[src/rtl/range_digest_pkg.sv]
package range_digest_pkg;
  localparam int DIGEST_W = 16;
  localparam int BYTE_W   = 8;

  typedef enum logic [2:0] {
    ST_IDLE,
    ST_SCAN,
    ST_DRAIN,
    ST_PUT_HI,
    ST_PUT_LO,
    ST_FINISH
  } walk_state_t;
endpackage

[src/rtl/range_digest_crc_step.sv]
module range_digest_crc_step #(
  parameter int W = 16,
  parameter int B = 8
) (
  input  logic [W-1:0] crc_i,
  input  logic [B-1:0] byte_i,
  input  logic [W-1:0] poly_i,
  output logic [W-1:0] crc_o
);
  localparam int PAD = W - B;

  logic [B:0][W-1:0] stage;

  assign stage[0] = crc_i ^ {byte_i, {PAD{1'b0}}};

  // One XOR-shift stage per input bit, most significant bit first
  for (genvar g = 0; g < B; g++) begin : g_bit
    assign stage[g+1] = stage[g][W-1] ? ((stage[g] << 1) ^ poly_i)
                                      : (stage[g] << 1);
  end

  assign crc_o = stage[B];
endmodule

[src/rtl/range_digest_acc.sv]
module range_digest_acc
  import range_digest_pkg::*;
(
  input  logic                clk,
  input  logic                rst,
  input  logic                load_i,
  input  logic [DIGEST_W-1:0] seed_i,
  input  logic                step_i,
  input  logic                crc_mode_i,
  input  logic [BYTE_W-1:0]   byte_i,
  input  logic [DIGEST_W-1:0] poly_i,
  output logic [DIGEST_W-1:0] acc_o
);
  localparam int EXT = DIGEST_W - BYTE_W;

  logic [DIGEST_W-1:0] crc_next;
  logic [DIGEST_W-1:0] sum_next;

  range_digest_crc_step #(.W(DIGEST_W), .B(BYTE_W)) i_step (
    .crc_i  (acc_o),
    .byte_i (byte_i),
    .poly_i (poly_i),
    .crc_o  (crc_next)
  );

  assign sum_next = acc_o + {{EXT{1'b0}}, byte_i};

  always_ff @(posedge clk) begin
    if (rst) begin
      acc_o <= '0;
    end else if (load_i) begin
      acc_o <= seed_i;
    end else if (step_i) begin
      acc_o <= crc_mode_i ? crc_next : sum_next;
    end
  end

  // the running value only moves on a load or a byte step
  assert_acc_quiet_R1: assert property (@(posedge clk) disable iff (rst)
    (!load_i && !step_i) |=> $stable(acc_o));
endmodule

[src/rtl/range_digest_ctrl.sv]
module range_digest_ctrl
  import range_digest_pkg::*;
#(
  parameter int ADDR_W = 16
) (
  input  logic                clk,
  input  logic                rst,
  input  logic                start_i,
  input  logic                crc_mode_i,
  input  logic [ADDR_W-1:0]   first_addr_i,
  input  logic [ADDR_W-1:0]   last_addr_i,
  input  logic [ADDR_W-1:0]   dest_addr_i,
  input  logic                store_en_i,
  input  logic [DIGEST_W-1:0] poly_i,
  input  logic [DIGEST_W-1:0] acc_i,
  output logic                acc_load_o,
  output logic                acc_step_o,
  output logic                mode_q_o,
  output logic [DIGEST_W-1:0] poly_q_o,
  output logic [ADDR_W-1:0]   mem_addr_o,
  output logic                mem_rd_o,
  output logic                mem_wr_o,
  output logic [BYTE_W-1:0]   mem_wdata_o,
  output logic                busy_o,
  output logic                done_o,
  output logic                range_err_o,
  output logic [DIGEST_W-1:0] result_o
);
  localparam logic [ADDR_W-1:0] ONE = ADDR_W'(1);

  walk_state_t       state;
  logic [ADDR_W-1:0] first_q;
  logic [ADDR_W-1:0] last_q;
  logic [ADDR_W-1:0] dest_q;
  logic              store_q;
  logic              rvalid_q;
  logic              accept;

  assign accept     = (state == ST_IDLE) && start_i;
  assign acc_load_o = accept;
  assign acc_step_o = rvalid_q;
  assign busy_o     = (state != ST_IDLE);

  always_ff @(posedge clk) begin
    if (rst) begin
      state       <= ST_IDLE;
      first_q     <= '0;
      last_q      <= '0;
      dest_q      <= '0;
      store_q     <= 1'b0;
      mode_q_o    <= 1'b0;
      poly_q_o    <= '0;
      rvalid_q    <= 1'b0;
      mem_addr_o  <= '0;
      mem_rd_o    <= 1'b0;
      mem_wr_o    <= 1'b0;
      mem_wdata_o <= '0;
      done_o      <= 1'b0;
      range_err_o <= 1'b0;
      result_o    <= '0;
    end else begin
      done_o   <= 1'b0;
      rvalid_q <= mem_rd_o;
      case (state)
        ST_IDLE: begin
          if (start_i) begin
            first_q     <= first_addr_i;
            last_q      <= last_addr_i;
            dest_q      <= dest_addr_i;
            store_q     <= store_en_i;
            mode_q_o    <= crc_mode_i;
            poly_q_o    <= poly_i;
            range_err_o <= 1'b0;
            if (first_addr_i > last_addr_i) begin
              range_err_o <= 1'b1;
              state       <= ST_FINISH;
            end else begin
              mem_addr_o <= first_addr_i;
              mem_rd_o   <= 1'b1;
              state      <= ST_SCAN;
            end
          end
        end
        ST_SCAN: begin
          if (mem_addr_o == last_q) begin
            mem_rd_o <= 1'b0;
            state    <= ST_DRAIN;
          end else begin
            mem_addr_o <= mem_addr_o + ONE;
          end
        end
        ST_DRAIN: begin
          // the final byte is folded in on this edge
          state <= store_q ? ST_PUT_HI : ST_FINISH;
        end
        ST_PUT_HI: begin
          mem_wr_o    <= 1'b1;
          mem_addr_o  <= dest_q;
          mem_wdata_o <= acc_i[DIGEST_W-1:BYTE_W];
          state       <= ST_PUT_LO;
        end
        ST_PUT_LO: begin
          mem_addr_o  <= dest_q + ONE;
          mem_wdata_o <= acc_i[BYTE_W-1:0];
          state       <= ST_FINISH;
        end
        ST_FINISH: begin
          mem_wr_o <= 1'b0;
          done_o   <= 1'b1;
          result_o <= acc_i;
          state    <= ST_IDLE;
        end
        default: state <= ST_IDLE;
      endcase
    end
  end

  assert_done_single_R7: assert property (@(posedge clk) disable iff (rst)
    done_o |=> !done_o);

  assert_result_hold_R7: assert property (@(posedge clk) disable iff (rst)
    !done_o |-> $stable(result_o));

  assert_read_inside_R3: assert property (@(posedge clk) disable iff (rst)
    mem_rd_o |-> (mem_addr_o >= first_q && mem_addr_o <= last_q));

  assert_read_ascend_R3: assert property (@(posedge clk) disable iff (rst)
    (mem_rd_o && $past(mem_rd_o)) |-> (mem_addr_o == $past(mem_addr_o) + ONE));

  assert_no_rw_overlap_R3: assert property (@(posedge clk) disable iff (rst)
    !(mem_rd_o && mem_wr_o));

  assert_write_target_R4: assert property (@(posedge clk) disable iff (rst)
    mem_wr_o |-> (mem_addr_o == dest_q || mem_addr_o == dest_q + ONE));

  assert_no_store_R5: assert property (@(posedge clk) disable iff (rst)
    !store_q |-> !mem_wr_o);

  assert_err_quiet_R6: assert property (@(posedge clk) disable iff (rst)
    range_err_o |-> (!mem_rd_o && !mem_wr_o));

  assert_busy_ignore_R8: assert property (@(posedge clk) disable iff (rst)
    (busy_o && start_i) |=> ($stable(first_q) && $stable(last_q) && $stable(mode_q_o)));
endmodule

[src/rtl/range_digest.sv]
module range_digest
  import range_digest_pkg::*;
#(
  parameter int ADDR_W = 16
) (
  input  logic                clk,
  input  logic                rst,
  input  logic                start_i,
  input  logic                crc_mode_i,
  input  logic [ADDR_W-1:0]   first_addr_i,
  input  logic [ADDR_W-1:0]   last_addr_i,
  input  logic [ADDR_W-1:0]   dest_addr_i,
  input  logic                store_en_i,
  input  logic [15:0]         seed_i,
  input  logic [15:0]         poly_i,
  output logic [ADDR_W-1:0]   mem_addr_o,
  output logic                mem_rd_o,
  input  logic [7:0]          mem_rdata_i,
  output logic                mem_wr_o,
  output logic [7:0]          mem_wdata_o,
  output logic                busy_o,
  output logic                done_o,
  output logic                range_err_o,
  output logic [15:0]         result_o
);
  logic                acc_load;
  logic                acc_step;
  logic                mode_q;
  logic [DIGEST_W-1:0] poly_q;
  logic [DIGEST_W-1:0] acc;

  range_digest_ctrl #(.ADDR_W(ADDR_W)) i_ctrl (
    .clk          (clk),
    .rst          (rst),
    .start_i      (start_i),
    .crc_mode_i   (crc_mode_i),
    .first_addr_i (first_addr_i),
    .last_addr_i  (last_addr_i),
    .dest_addr_i  (dest_addr_i),
    .store_en_i   (store_en_i),
    .poly_i       (poly_i),
    .acc_i        (acc),
    .acc_load_o   (acc_load),
    .acc_step_o   (acc_step),
    .mode_q_o     (mode_q),
    .poly_q_o     (poly_q),
    .mem_addr_o   (mem_addr_o),
    .mem_rd_o     (mem_rd_o),
    .mem_wr_o     (mem_wr_o),
    .mem_wdata_o  (mem_wdata_o),
    .busy_o       (busy_o),
    .done_o       (done_o),
    .range_err_o  (range_err_o),
    .result_o     (result_o)
  );

  range_digest_acc i_acc (
    .clk        (clk),
    .rst        (rst),
    .load_i     (acc_load),
    .seed_i     (seed_i),
    .step_i     (acc_step),
    .crc_mode_i (mode_q),
    .byte_i     (mem_rdata_i),
    .poly_i     (poly_q),
    .acc_o      (acc)
  );

  assert_done_idle_R7: assert property (@(posedge clk) disable iff (rst)
    done_o |-> !busy_o);
endmodule

[config.mk]
export PLATFORM = sky130hd
export DESIGN_NAME = range_digest
export DESIGN_NICKNAME = d
export VERILOG_FILES = /design/src/rtl/range_digest_pkg.sv /design/src/rtl/range_digest_crc_step.sv /design/src/rtl/range_digest_acc.sv /design/src/rtl/range_digest_ctrl.sv /design/src/rtl/range_digest.sv
export SDC_FILE = /design/constraint.sdc
export NUM_CORES = 1
export LEC_CHECK = 0
export BUFFER_PORTS_ARGS = -buffer_cell sky130_fd_sc_hd__buf_4
export CELL_PAD_IN_SITES_DETAIL_PLACEMENT = 1
export CELL_PAD_IN_SITES_GLOBAL_PLACEMENT = 1
export CORE_UTILIZATION = 40
export CTS_CLUSTER_DIAMETER = 80
export DETAILED_ROUTE_END_ITERATION = 10
export GPL_TIMING_DRIVEN = 0
export PLACE_DENSITY_LB_ADDON = 0.1
export RECOVER_POWER = 100
export SLEW_MARGIN = 40
export SYNTH_ARGS = -nofsm -noshare
export SYNTH_HDL_FRONTEND = slang
export SYNTH_SLANG_ARGS = --single-unit
[constraint.sdc]
create_clock -name clk -period 5.25 [get_ports clk]
set_input_delay 0.2625 -clock clk [delete_from_list [all_inputs] [get_ports clk]]
set_output_delay 0.2625 -clock clk [all_outputs]
set_load 0.1 [all_outputs]
* Yosys cells after proc, flatten, opt, wreduce, memory -nomap -nowiden
Cells that the tools add are included.
** Storage, ports and cells
- Latch bits :: 0
- ROM bits :: 0
- Output and inout bits :: 45
- Register bits after elaboration :: 114
- Bits of input ports :: 93
- Memories kept :: 0
- Bits in writable memories :: 0
** Cells by class
- Order comparisons :: 1
- Equality and inequality tests :: 10
- Reductions and logical operators :: 12
- Bitwise gates (word level) :: 9
- Muxes and demuxes :: 28
- Div/mod/pow operators :: 0
- Shifts and indexed selects :: 0
- Add/sub/neg operators :: 3
- $mul :: 0
** Operators by type and width (count)
- two-way mux 16 bit :: 14
- XOR 16 bit :: 9
- one-hot mux 16 bit (4 select lines) :: 1
- adder 16 x 1 -> 16 bit (second input constant) :: 2
- adder 16 x 8 -> 16 bit :: 1
- equality test 16 bit :: 1
- > comparator 16 bit :: 1
- one-hot mux 8 bit (2 select lines) :: 1
- one-hot mux 3 bit (5 select lines) :: 1
- two-way mux 3 bit :: 4
- AND reduction 4 bit :: 2
- nonzero test 2 bit :: 4
- equality test 3 x 2 -> 1 bit (second input constant) :: 2
- equality test 3 bit (second input constant) :: 2
- != test 2 bit (second input constant) :: 3
- two-way mux 1 bit :: 5
- one-hot mux 1 bit (2 select lines) :: 2
- AND reduction 2 bit :: 2
- nonzero test 4 bit :: 1
- equality test 3 x 1 -> 1 bit (second input constant) :: 1
- zero test 3 bit :: 1
- nonzero test 3 bit :: 1
- != test 2 x 1 -> 1 bit (second input constant) :: 1
- logical AND 1 bit :: 1

* Logic depth before layout (Yosys ltp)
- Word-level depth :: 20
- Depth in mapped cells :: 19
- Gate-level depth less buffers :: 15

* Cells and area by module
A second synthesis with hierarchy kept.
** Second synthesis, totals
- Cell total of the unflattened synthesis :: 1301
- Area, all modules :: 9659.3 um2
** By module, submodules not included
- range_digest_ctrl :: cells each 723, area an instance 5302.6 um2, instances 1, seq. area each 1961.9 um2
- range_digest_crc_step :: cells each 383, area an instance 2897.8 um2, instances 1, seq. area each 0.0 um2
- range_digest_acc :: cells each 195, area an instance 1458.9 um2, instances 1, seq. area each 320.3 um2

* Worst setup path after synthesis
No wires, ideal clock.
- Kind :: register -> register
- Start :: reg i_acc.acc_o[15]
- End :: reg i_acc.acc_o[13]
- Cell stages (with the launch flop) :: 16
- Slack :: 1428 ps
- Data arrival time :: 3760 ps
- Period minus slack after synthesis :: 3822 ps
- Cell sequence :: dfxtp_1 buf_4 xor2_2 a21oi_1 nor3_1 o311a_1 a211oi_4 xnor3_1 mux2i_1 nor3_1 and3_4 buf_6 or3_4 buf_6 or3_1 nand3_1
** Between the ends
- Word-level cells in the longest chain between the ends :: 19
** RTL lines
- from (decl) :: RTL line range_digest_acc.sv:12 : output logic [DIGEST_W-1:0] acc_o
- from (signal assigned) :: RTL line range_digest_acc.sv:32 : acc_o <= seed_i;
- from (signal assigned) :: RTL line range_digest_acc.sv:34 : acc_o <= crc_mode_i ? crc_next : sum_next;
- XOR 16 bit * :: RTL line range_digest_crc_step.sv:14 : assign stage[0] = crc_i ^ {byte_i, {PAD{1'b0}}};
- two-way mux 16 bit * :: RTL line range_digest_crc_step.sv:18 : assign stage[g+1] = stage[g][W-1] ? ((stage[g] << 1) ^ poly_i)
- XOR 16 bit :: RTL line range_digest_crc_step.sv:18
- two-way mux 16 bit * :: RTL line range_digest_crc_step.sv:18
- XOR 16 bit :: RTL line range_digest_crc_step.sv:18
- two-way mux 16 bit * :: RTL line range_digest_crc_step.sv:18
- XOR 16 bit :: RTL line range_digest_crc_step.sv:18
- two-way mux 16 bit * :: RTL line range_digest_crc_step.sv:18
- [3 not listed]
- two-way mux 16 bit * :: RTL line range_digest_crc_step.sv:18
- XOR 16 bit :: RTL line range_digest_crc_step.sv:18
- two-way mux 16 bit * :: RTL line range_digest_crc_step.sv:18
- XOR 16 bit :: RTL line range_digest_crc_step.sv:18
- two-way mux 16 bit * :: RTL line range_digest_crc_step.sv:18
- two-way mux 16 bit * :: RTL line range_digest_acc.sv:34
- two-way mux 16 bit * :: RTL line range_digest_acc.sv:33 : end else if (step_i) begin
- two-way mux 16 bit * :: RTL line range_digest_acc.sv:31 : end else if (load_i) begin
Every way passes the cells marked *; elsewhere a longest branch is shown, timed or not. The select of a mux whose other input is x is not followed.
A chain may end at the register's enable or synchronous reset.

* Final worst setup path
- Start :: reg i_acc.acc_o[14]
- End :: reg i_acc.acc_o[9]
** Between the ends
- Word-level cells in the longest chain between the ends :: 19
** RTL lines (RTL line)
- XOR 16 bit * :: range_digest_crc_step.sv:14
- XOR 16 bit :: range_digest_crc_step.sv:18
- two-way mux 16 bit * (2 in a row) :: range_digest_crc_step.sv:18
- XOR 16 bit :: range_digest_crc_step.sv:18
- two-way mux 16 bit * :: range_digest_crc_step.sv:18
- XOR 16 bit :: range_digest_crc_step.sv:18
- two-way mux 16 bit * :: range_digest_crc_step.sv:18
- XOR 16 bit :: range_digest_crc_step.sv:18
- [2 not listed]
- two-way mux 16 bit * :: range_digest_crc_step.sv:18
- XOR 16 bit :: range_digest_crc_step.sv:18
- two-way mux 16 bit * :: range_digest_crc_step.sv:18
- XOR 16 bit :: range_digest_crc_step.sv:18
- two-way mux 16 bit * :: range_digest_crc_step.sv:18
- two-way mux 16 bit * :: range_digest_acc.sv:34
- two-way mux 16 bit * :: range_digest_acc.sv:33
- two-way mux 16 bit * :: range_digest_acc.sv:31
Marks and branches as above.

==> results.yml <==
clock_network:
  clk_latency_ns: 0.43
  clk_pin_slew_ns: 0.06
  cts_buffers: 17
  h-tree-depth: 4
  cts_max_path_buffers: 2
  cts.sinks: 114
  postCtsSetupBuffers: 0
  hold_buffers: 0
  cts-root-buf: "clkbuf_16"
  cts_tree: "done"
synth:
  syn_area_per_cell_um2: 7.31
  ys_warn_count: 0
  synthFlopType: "dfxtp_1"
  ys_seq_elements: 114
  synth_nets: 1393
  ys_seq_area_share_pct: 24.5
  syn-instance-count: 1274
  async_reset_ff_share_pct: 0
  synth-edff-count: 0
  synth_cell_types: 74
  syn-cell-area_um2: 9320
floorplanning:
  die_h_um: 155
  ios: 138
  fp.coreArea_um2: 22700
  dieArea_um2: 23900
  fp.dieW_um: 155
  start_util_pct: 41.0
  rows: 55
critical_path:
  r2r_cells: 15
  path_class: "reg -> reg"
  crit-reg2reg-launch: "i_acc.acc_o[14]"
  reg2reg_setup_slack_ns: 0.31
  worstSetupEndpoint: "i_acc.acc_o[9]"
  critPathMaxFanout: 10
  worstPathArrival_ns: 5.25
  cp_data_required_time_ns: 5.56
  cp-end-kind: "flip-flop"
  startpoint_type: "flip-flop"
  cp-startpoint: "i_acc.acc_o[14]"
  r2r-end: "i_acc.acc_o[9]"
sta:
  setup_ws_ns: 0.312
  fin_worst_skew_ns: 0.0129
  hold_viol: 0
  tightest_slew_ns: 1.28
  drv_slew: 0
  rsz0062_at_grt: "false"
  slew_headroom_pct: 14.7
  fmax_mhz: 203
  setup_violations: 0
  finalCritPeriodShare_pct: 94.1
  setup_tns_ns: 0
  hold_slack_ns: 0.0789
  fin_crit_ns: 4.94
power_and_ir_drop:
  power.density_nw_per_um2: 387
  ir_worst_vdd_v: 0.000159
  leakage_nw: 4.24
  total_power_w: 0.00430
detailed_routing:
  drt_iter0_drc: 568
  vias: 10500
  antenna_left: 0
  drtPass1Iterations: 4
  drc: 0
  routedWlPerCell_um: 22.0
  drt_wl_total_um: 38000
  vias_per_cell: 6.06
placed_design:
  gp_congestion: 0.939
  dp_slack_ns: 0.264
  portBuffers: 136
  dp_hpwl_um: 29100
cells_and_area:
  final_core_util_pct: 48.9
  layout.cells.most_common: "nand2_1"
  n_antenna_cell: 0
  area_delta_synth_final_pct: 19.3
  mostFrequentLayoutCells: "nand2_1, clkbuf_1, a21oi_1"
  fin_nets: 1548
  drive_above_1_share_pct: 10.6
worst_hold_path:
  hp-class: "in -> reg"
  hold_start: "poly_i[7]"
grt:
  grt_pass1_vias: 10600
  grt_max_degree: 17
  grt_use_total_pct: 32.0
  grt_overflow: 0
  grt_pass1_wl_um: 58900
  grt_antenna_before_repair: 1
run_status:
  outcome: "finished, final reports clean"
run:
  maxCapViolCount: 0
## through the flow
step | instances | cell area (um2)
finish | 1727 | 11100
global route | 1727 | 11100
CTS | 1727 | 11300
detailed placement | 1695 | 10700
global placement | 1695 | 10700
floorplan | 1274 | 9320
## cell families (layout without fill, tap and decap cells)
kind of cell    Yosys count  after routing  synth area share [%]
flops                   114            114                  24.5
simple gates            467            467                  23.5
mux                      24             24                  2.67
buf+inv                 139            307                  5.87
fa+ha+maj                26             26                  3.57
xor+xnor                145            145                  14.9
compound gates          359            359                  25.0
## synth_stat cells, drive strengths merged, types with 24 or more instances
cell type	count	area share (%)
nand2	218	8.8
xnor2	99	9.9
xor2	42	4.0
nor2	59	2.4
o21ai	59	3.2
a21oi	126	6.8
clkbuf	84	3.4
nand4	24	1.6
nand3	54	2.9
ha	25	3.4
inv	37	1.5
nor3	30	1.7
dfxtp	114	24
## layer usage
| metal | vias up | wire length [um] | track usage [%] |
|---|---|---|---|
| met3 | 94 | 1870 | 4.31 |
| li1 | 4861 | - | - |
| met2 | 354 | 18300 | 55.3 |
| met1 | 5155 | 16400 | 39.4 |
| met5 | - | 13 | 0 |
| met4 | 2 | 1410 | 14.6 |
## sequential cells by signal, indices dropped and copies added (netlist names)
name                cells
i_ctrl.mem_wr_o         1
i_ctrl.mode_q_o         1
i_ctrl.last_q          16
i_ctrl.done_o           1
i_ctrl.range_err_o      1
i_ctrl.store_q          1
i_acc.acc_o            16
i_ctrl.mem_addr_o      16
i_ctrl.state            3
i_ctrl.mem_rd_o         1
i_ctrl.acc_step_o       1
i_ctrl.poly_q_o        16
i_ctrl.result_o        16
i_ctrl.mem_wdata_o      8
i_ctrl.dest_q          16
## how the worst min path moves through the flow
stage / end / slack (ns) / depth (start not counted)
after CTS: i_ctrl.poly_q_o[5] / 0.08 / 3
after detailed placement: i_ctrl.store_q / 0.46 / 2
after global placement: i_ctrl.store_q / 0.44 / 2
after floorplan: i_ctrl.store_q / 0.40 / 2
after global routing: i_ctrl.dest_q[2] / 0.09 / 3
final: i_ctrl.poly_q_o[7] / 0.08 / 3
## repair_timing
action / CTS / global route
setup endpoints to repair: 0 / 1
hold endpoints to repair: 0 / 0
gates resized for setup: 0 / 1
## worst max-delay path, cell delays in order (launching register included)
cell	delay, ns
dfxtp_1	0.29
buf_2	0.19
xnor2_2	0.50
clkbuf_1	0.42
nor2_1	0.14
o2bb2ai_1	0.20
o31a_1	0.32
nor2_1	0.51
o311ai_0	0.41
a31oi_1	0.27
nor2_1	0.11
o21bai_1	0.68
or3_1	0.24
buf_6	0.15
a21oi_1	0.08
o31ai_1	0.34
## cell type report
type / count / area, um2
buffer: 101 / 405
sequential: 114 / 2280
tap: 285 / 357
multi-input combinational: 1021 / 6490
inverter: 38 / 143
clock inverter: 15 / 169
timing repair buffer: 136 / 848
clock buffer: 17 / 425
fill: 2959 / 11600
## power breakdown
part           switching, W  leakage, nW  internal [W]
clock              0.000487        0.290      0.000710
combinational       0.00135         3.02      0.000670
sequential         0.000132        0.932      0.000957
total               0.00197         4.24       0.00234
(Power assumes the default switching activity.)
